--- src/rtl/byte_dot_pkg.sv ---
package byte_dot_pkg;
  localparam int unsigned LANE_W = 32;
  localparam int unsigned BYTES_PER_LANE = LANE_W / 8;

  localparam logic [7:0] OPC_WRAP = 8'h50;
  localparam logic [7:0] OPC_SAT  = 8'h51;

  typedef enum logic [1:0] {
    PFX_NONE = 2'b00,
    PFX_66   = 2'b01,
    PFX_F3   = 2'b10,
    PFX_F2   = 2'b11
  } pfx_cls_e;

  typedef struct packed {
    logic a_signed;
    logic b_signed;
    logic saturate;
    logic illegal;
  } dot_mode_t;
endpackage

--- src/rtl/byte_dot_decode.sv ---
module byte_dot_decode
  import byte_dot_pkg::*;
(
  input  logic [7:0] opcode_i,
  input  logic [1:0] pfx_i,
  input  logic       wbit_i,
  output dot_mode_t  mode_o
);
  always_comb begin
    mode_o = '0;
    unique case (pfx_cls_e'(pfx_i))
      PFX_NONE: begin mode_o.a_signed = 1'b0; mode_o.b_signed = 1'b0; end
      PFX_66:   begin mode_o.a_signed = 1'b0; mode_o.b_signed = 1'b1; end
      PFX_F3:   begin mode_o.a_signed = 1'b1; mode_o.b_signed = 1'b1; end
      PFX_F2:   begin mode_o.a_signed = 1'b1; mode_o.b_signed = 1'b0; end
      default:  begin mode_o.a_signed = 1'b0; mode_o.b_signed = 1'b0; end
    endcase
    mode_o.saturate = (opcode_i == OPC_SAT);
    mode_o.illegal  = wbit_i | ((opcode_i != OPC_WRAP) && (opcode_i != OPC_SAT));
  end
endmodule

--- src/rtl/byte_dot_lane.sv ---
module byte_dot_lane
  import byte_dot_pkg::*;
(
  input  logic [LANE_W-1:0] acc_i,
  input  logic [LANE_W-1:0] a_i,
  input  logic [LANE_W-1:0] b_i,
  input  logic              a_signed_i,
  input  logic              b_signed_i,
  input  logic              sat_i,
  output logic [LANE_W-1:0] res_o
);
  localparam int unsigned PROD_W = 18;
  localparam int unsigned SUM_W  = LANE_W + 2;
  localparam logic [LANE_W-1:0] S_MAX = {1'b0, {(LANE_W-1){1'b1}}};
  localparam logic [LANE_W-1:0] S_MIN = {1'b1, {(LANE_W-1){1'b0}}};
  localparam logic [LANE_W-1:0] U_MAX = {LANE_W{1'b1}};

  logic signed [PROD_W-1:0] prod [BYTES_PER_LANE];

  for (genvar k = 0; k < BYTES_PER_LANE; k++) begin : g_byte
    logic signed [8:0] ea, eb;
    assign ea = {a_signed_i & a_i[8*k+7], a_i[8*k +: 8]};
    assign eb = {b_signed_i & b_i[8*k+7], b_i[8*k +: 8]};
    assign prod[k] = ea * eb;
  end

  logic              acc_signed;
  logic [SUM_W-1:0]  dot, acc_x, total;

  assign acc_signed = a_signed_i | b_signed_i;

  always_comb begin
    dot = '0;
    for (int k = 0; k < BYTES_PER_LANE; k++)
      dot = dot + {{(SUM_W-PROD_W){prod[k][PROD_W-1]}}, prod[k]};
    acc_x = {{2{acc_signed & acc_i[LANE_W-1]}}, acc_i};
    total = acc_x + dot;
  end

  // signed overflow: top three bits disagree; unsigned: bits above lane set
  always_comb begin
    res_o = total[LANE_W-1:0];
    if (sat_i) begin
      if (acc_signed) begin
        if (total[SUM_W-1:LANE_W-1] != {3{total[SUM_W-1]}})
          res_o = total[SUM_W-1] ? S_MIN : S_MAX;
      end else if (|total[SUM_W-1:LANE_W]) begin
        res_o = U_MAX;
      end
    end
  end
endmodule

--- src/rtl/byte_dot_acc.sv ---
module byte_dot_acc
  import byte_dot_pkg::*;
#(
  parameter int unsigned LANES = 4
) (
  input  logic                    clk_i,
  input  logic                    rst_ni,
  input  logic                    valid_i,
  input  logic [7:0]              opcode_i,
  input  logic [1:0]              pfx_i,
  input  logic                    wbit_i,
  input  logic [LANES*LANE_W-1:0] acc_i,
  input  logic [LANES*LANE_W-1:0] src_a_i,
  input  logic [LANES*LANE_W-1:0] src_b_i,
  output logic                    valid_o,
  output logic [LANES*LANE_W-1:0] acc_o,
  output logic                    illegal_o
);
  localparam int unsigned VEC_W = LANES * LANE_W;

  dot_mode_t        mode;
  logic [VEC_W-1:0] lane_res;

  byte_dot_decode u_dec (
    .opcode_i (opcode_i),
    .pfx_i    (pfx_i),
    .wbit_i   (wbit_i),
    .mode_o   (mode)
  );

  for (genvar l = 0; l < LANES; l++) begin : g_lane
    byte_dot_lane u_lane (
      .acc_i      (acc_i[l*LANE_W +: LANE_W]),
      .a_i        (src_a_i[l*LANE_W +: LANE_W]),
      .b_i        (src_b_i[l*LANE_W +: LANE_W]),
      .a_signed_i (mode.a_signed),
      .b_signed_i (mode.b_signed),
      .sat_i      (mode.saturate),
      .res_o      (lane_res[l*LANE_W +: LANE_W])
    );

    // unsigned saturating form never goes below the old lane value
    a_r9_uu_sat_floor: assert property (@(posedge clk_i) disable iff (!rst_ni)
      (valid_i && !wbit_i && opcode_i == OPC_SAT && pfx_i == 2'b00)
      |=> acc_o[l*LANE_W +: LANE_W] >= $past(acc_i[l*LANE_W +: LANE_W]));
  end

  always_ff @(posedge clk_i or negedge rst_ni) begin
    if (!rst_ni) begin
      valid_o   <= 1'b0;
      illegal_o <= 1'b0;
      acc_o     <= '0;
    end else begin
      valid_o <= valid_i;
      if (valid_i) begin
        illegal_o <= mode.illegal;
        acc_o     <= mode.illegal ? acc_i : lane_res;
      end
    end
  end

  a_r12_hold: assert property (@(posedge clk_i) disable iff (!rst_ni)
    !valid_i |=> !valid_o && $stable(acc_o) && $stable(illegal_o));

  a_r11_passthru: assert property (@(posedge clk_i) disable iff (!rst_ni)
    (valid_i && (wbit_i || (opcode_i != OPC_WRAP && opcode_i != OPC_SAT)))
    |=> illegal_o && acc_o == $past(acc_i));

  a_r2_valid_follow: assert property (@(posedge clk_i) disable iff (!rst_ni)
    valid_i |=> valid_o);

  a_r7_zero_src_keeps: assert property (@(posedge clk_i) disable iff (!rst_ni)
    (valid_i && !wbit_i && opcode_i == OPC_WRAP && src_b_i == '0)
    |=> !illegal_o && acc_o == $past(acc_i));
endmodule

--- config.mk ---
export PLATFORM = sky130hd
export DESIGN_NAME = byte_dot_acc
export DESIGN_NICKNAME = d
export VERILOG_FILES = /design/src/rtl/byte_dot_pkg.sv /design/src/rtl/byte_dot_decode.sv /design/src/rtl/byte_dot_lane.sv /design/src/rtl/byte_dot_acc.sv
export SDC_FILE = /design/constraint.sdc
export NUM_CORES = 2
export LEC_CHECK = 0
export CORE_ASPECT_RATIO = 0.8
export CORE_MARGIN = 2
export CORE_UTILIZATION = 62
export DETAILED_ROUTE_END_ITERATION = 8
export GPL_ROUTABILITY_DRIVEN = 1
export PLACE_DENSITY_LB_ADDON = 0.2
export SLEW_MARGIN = 0
export SYNTH_ARGS = -nofsm -noshare
export SYNTH_HDL_FRONTEND = slang
export SYNTH_SLANG_ARGS = --single-unit
--- constraint.sdc ---
create_clock -name clk_i -period 2.2 [get_ports clk_i]
set_input_delay 0.44 -clock clk_i [delete_from_list [all_inputs] [get_ports clk_i]]
set_output_delay 0.44 -clock clk_i [all_outputs]
set_load 0.005 [all_outputs]
# [Word level (Yosys, flattened, before mapping)]
# Index checks and enable logic that the tools add are counted.
# W data, S select, Z words.
[totals] regBits=130 output_inout_bits=130 elab_cells=111
[op_classes] add_sub_neg=16 n_mul=16 n_eq_ne=10 muxes=22 n_bitwise=38 reduce_logical=6
[ops] cell="$mux W32" n=20
[ops] cell="$add A34 B34 Y34" n=12
[ops] cell="$mul A9 B9 Y18" n=16
[ops] cell="$mux W128" n=1
[ops] cell="$add A18 B18 Y19" n=4
[ops] cell="$and A1 B1 Y1" n=36
[ops] cell="$ne A8 B7 Y1 const B" n=2
[ops] cell="$eq A8 B7 Y1 const B" n=1
[ops] cell="$ne A2 B2 Y1" n=4
[ops] cell="$pmux W2 S4" n=1
[ops] cell="$reduce_or A2 Y1" n=4
[ops] cell="$eq A2 B2 Y1 const B" n=2
[ops] cell="$eq A2 B1 Y1 const B" n=1
[ops] cell="$logic_not A2 Y1" n=1
[ops] cell="$or A1 B1 Y1" n=2
[ops] cell="$logic_and A1 B1 Y1" n=1

# [Longest topological paths before layout]
[logic_depth] ltp_word=13 depth_mapped=51 ltp_nobuf=47

# [Modules after synthesis]
# A second synthesis with hierarchy kept.
[unflattened] hier_cells=8028 hier_area_um2=74956.9
[by_module_without_submodules] mod="byte_dot_lane at g_lane[0].u_lane ..." instances=3 cells_each=1873 area_each_um2=17236.5 seq_area_each_um2=0.0
[by_module_without_submodules] mod="byte_dot_lane at g_lane[3].u_lane" instances=1 cells_each=1839 area_each_um2=17105.2 seq_area_each_um2=0.0
[by_module_without_submodules] mod="byte_dot_acc" instances=1 cells_each=559 area_each_um2=6058.3 seq_area_each_um2=3253.1
[by_module_without_submodules] mod="byte_dot_decode" instances=1 cells_each=11 area_each_um2=83.8 seq_area_each_um2=0.0

# [Worst setup path after synthesis]
# Ideal clock, no wire load.
[synth_path] path_type="input-to-reg" startpoint="in pfx_i[0]" endpoint="reg acc_o[119]" arrival_time_ps=12447 setup_slack_ps=-10380 path_stages=48 path_buffers=4 path_cell_list="inv_1 > ha_1 > clkbuf_1 > clkbuf_1 > nand2_1 > or2_2 > fa_1 > fa_1 > inv_1 > fa_1 > fa_1 > fa_1 > fa_1 > inv_1 > fa_1 > inv_1 > ha_1 > inv_1 > (+12 left out) > nand2_1 > a211oi_1 > a21oi_1 > a41oi_1 > o21ai_1 > a21o_1 > a22o_1 > o21ai_0 > nand2b_1 > xnor2_1 > ha_1 > inv_1 > nand2_1 > o221a_2 > buf_2 > buf_4 > nor3_1 > a21oi_1"
[synth_via] elab_chain_cells=13
[synth_lines] element="from (decl)" line_no="byte_dot_acc.sv:10" source="input logic [1:0] pfx_i,"
[synth_lines] element="$eq A2 B2 Y1, or another cell as far along" line_no="byte_dot_decode.sv:11" source="unique case (pfx_cls_e'(pfx_i))"
[synth_lines] element="$pmux W2 S4 *" line_no="byte_dot_decode.sv:11"
[synth_lines] element="$and A1 B1 Y1, on equally long branches" line_no="byte_dot_lane.sv:22, byte_dot_lane.sv:23"
[synth_lines] element="$mul A9 B9 Y18" line_no="byte_dot_lane.sv:24" source="assign prod[k] = ea * eb;"
[synth_lines] element="$add A18 B18 Y19" line_no="byte_dot_lane.sv:35" source="dot = dot + {{(SUM_W-PROD_W){prod[k][PROD_W-1]}}, prod[k]};"
[synth_lines] element="$add A34 B34 Y34 (2 in a row)" line_no="byte_dot_lane.sv:35"
[synth_lines] element="$add A34 B34 Y34" line_no="byte_dot_lane.sv:37" source="total = acc_x + dot;"
[synth_lines] element="$ne A2 B2 Y1, or another cell as far along" line_no="byte_dot_lane.sv:45" source="if (total[SUM_W-1:LANE_W-1] != {3{total[SUM_W-1]}})"
[synth_lines] element="$mux W32, on equally long branches" line_no="byte_dot_lane.sv:45, byte_dot_lane.sv:47"
[synth_lines] element="$mux W32" line_no="byte_dot_lane.sv:44" source="if (acc_signed) begin"
[synth_lines] element="$mux W32 *" line_no="byte_dot_lane.sv:43" source="if (sat_i) begin"
[synth_lines] element="$mux W128 *" line_no="byte_dot_acc.sv:57" source="acc_o <= mode.illegal ? acc_i : lane_res;"
[synth_lines] element="to (signal assigned)" line_no="byte_dot_acc.sv:57"
[synth_lines] element="to (decl)" line_no="byte_dot_acc.sv:16" source="output logic [LANES*LANE_W-1:0] acc_o,"
# Every way passes the cells marked *; elsewhere a longest branch is shown, timed or not.
# A chain may end at the register's enable or synchronous reset.

# [Worst setup path after layout]
[layout_path] startpoint="in pfx_i[0]" endpoint="reg acc_o[75]"
# Same word-level chain as after synthesis.

==> reports/metrics.yaml <==
setup_path:
  crit_buf_inv: 11
  arrival_ns: 11.25
  endpoint_kind: "register"
  critical_path_required_ns: 2.61
  crit_family: "adder cells"
  critPathKind: "input port to register"
  cp-start-kind: "input port"
  cp_max_fo: 7
  cpMaxStageDelayCell: "fa_1"
  critPathMaxStageDelay_ns: 0.60
  cpMostUsedCell: "fa_1"
logic_synthesis:
  ys_seq_area_share_pct: 4.66
  synthArstFlopShare_pct: 100
  ys_seq_elements: 130
  yosysUniqueCellTypes: 96
  synthCells: 7744
  synth_edf_count: 0
  synthesis.nets: 10400
  synth_ff_type: "dfrtp_1"
  avgSynthCellArea_um2: 9.01
  syn_area_um2: 69800
  ys_warn_count: 0
finish:
  final_common_cell: "inv_1"
  nets: 12300
  regArea_um2: 3250
  num-fill-cells: 7217
  final_cell_mix: "inv_1 (1812), fa_1 (1501), buf_4 (1469)"
  fin_util_pct: 81.6
  layout-drive-gt1-share_pct: 21.8
  multiInputGateArea_um2: 61000
  fin_area_um2: 91500
  area_growth_pct: 31.1
routing:
  drtIter0Drc: 4289
  drc: 1
  wl_um: 222000
  postRouteAntennaNets: 0
  via_count: 60900
  vias_per_cell: 5.47
  dr.pass1.iters: 8
  route.detailed.wl_per_inst_um: 19.9
placement:
  portBuffers: 527
  dpl.hpwl_um: 192000
  finalWeightedCongestion: 1.00
  place_area_um2: 88200
sta:
  report.final.slew_viol_count: 0
  worst_slack_ns: -8.64
  slew_headroom_pct: 49.3
  worst_pin_slew_ns: 0.752
  hold_viol: 0
  rsz0062_at_grt: "true"
  finalSetupViolations: 128
  period_needed_ns: 10.84
  fin_worst_skew_ns: 0
  max_freq_mhz: 92.2
  fin_crit_sh_pct: 493
min_path:
  hold_path.class: "input port to register"
clock_network:
  h-tree-depth: 4
  cts_tree: "built"
  cts_max_path_buffers: 2
  clkTransAtPathRegs_ns: 0.06
  cts.sinks: 130
  cts-root-buf: "clkbuf_16"
  clock_latency_ns: 0.49
  numCtsBuffers: 17
floorplan:
  fp.coreArea_um2: 112000
  fp.dieH_um: 304
  row_count: 110
  ios: 528
  dieArea_um2: 115000
  die_w_um: 379
  start_util_pct: 62.3
global_route:
  grtUsageTotal_pct: 39.2
  antenna_found_initial: 15
  grt_max_degree: 80
  grt_remaining_overflow: 0
  grt_pass1_vias: 65800
  grt_first_pass_wirelength_um: 350000
flow_run:
  cap_violations: 0
status:
  violations: "DRC, setup timing"
  status: "complete, but fails checks"
## final timing paths
path	startpoint	to	slack, ns	cells after the start
min in group asynchronous	rst_ni	acc_o[41]	0.29	2
max in group asynchronous	rst_ni	acc_o[71]	1.16	3
setup reg to reg	acc_o[62]	acc_o[62]	0.86	4
hold reg to reg	acc_o[103]	acc_o[103]	0.51	2
setup / recovery	pfx_i[0]	acc_o[75]	-8.64	47
hold / removal	valid_i	acc_o[63]	0.21	2
## cells in the mapped netlist (all sizes together) (5+ instances only)
cell	count	area, um^2
inv	1841	6910
fa	1512	30300
ha	755	9450
nand2	702	2640
and2	562	3520
a21oi	308	1550
nor2	261	980
xnor2	261	2300
o21ai	248	1260
clkbuf	216	822
dfrtp	130	3250
or2	104	651
xor2	92	806
nand3	88	445
and3	76	477
a21o	73	549
nor3	63	320
nand2b	56	350
o21bai	34	255
o21a	32	240
a31oi	30	209
nor2b	29	181
a211oi	26	205
o211ai	24	185
o221ai	23	201
a21boi	20	158
buf	18	144
o31ai	16	163
or3	15	93.8
a311oi	12	105
a211o	11	96.3
a2111oi	7	81.3
nand4	7	43.8
o311ai	7	61.3
o31a	7	61.3
o41ai	7	83.8
a31o	6	52.6
o2111ai	6	52.6
or4	6	45.0
nor4	5	31.3
## per-layer routing
metal,wire [um],up-vias,track usage (%),part of all wire [%]
met5,87,-,0,0.039
met4,13300,14,19.1,6.0
met3,18700,591,7.76,8.4
met2,104000,2482,63.1,47
met1,85900,30500,50.8,39
li1,-,27400,-,-
## flip-flops by register name (all words and copies together) (netlist names)
register and cells:
acc_o 128, illegal_o 1, valid_o 1
## logic make-up after synthesis
| group | synth area share [%] |
|---|---|
| compound gates | 8.43 |
| xor+xnor | 4.52 |
| fa+ha+maj | 56.9 |
| buf+inv | 11.3 |
| flops | 4.66 |
| mux | 0.0143 |
| simple gates | 14.1 |
## what timing repair did
action                                  4_1_cts  5_1_grt
resized for setup                           190      278
buffers inserted                             42       35
cloned                                        9        5
pin swaps                                   126      193
hold buffers                                  1        0
endpoints found under the hold margin        64        0
endpoints found under the setup margin      129      129
## through the flow
stage	cells	worst slack, ns	TNS [ns]	hold slack [ns]
floorplan	7744	-8.73	-1085.15	0.144
global placement	11000	-9.52	-1203.24	0.228
detailed placement	11000	-9.92	-1237.48	0.227
CTS	11100	-8.93	-1093.65	0.186
global route	11100	-9.05	-1125.73	0.198
finish	11100	-8.64	-1078.15	0.212
## cell type report
cell class | count | share of cell area [%]
sequential | 130 | 3.56
antenna | 7 | 0.0192
tap | 1512 | 2.07
multi-input combinational | 5541 | 66.6
inverter | 1842 | 7.59
timing repair buffer | 2085 | 19.5
clock buffer | 20 | 0.488
clock inverter | 12 | 0.171
Power is not shown: default switching activity piles up to over one toggle a cycle in this logic, so the estimate is an artifact.
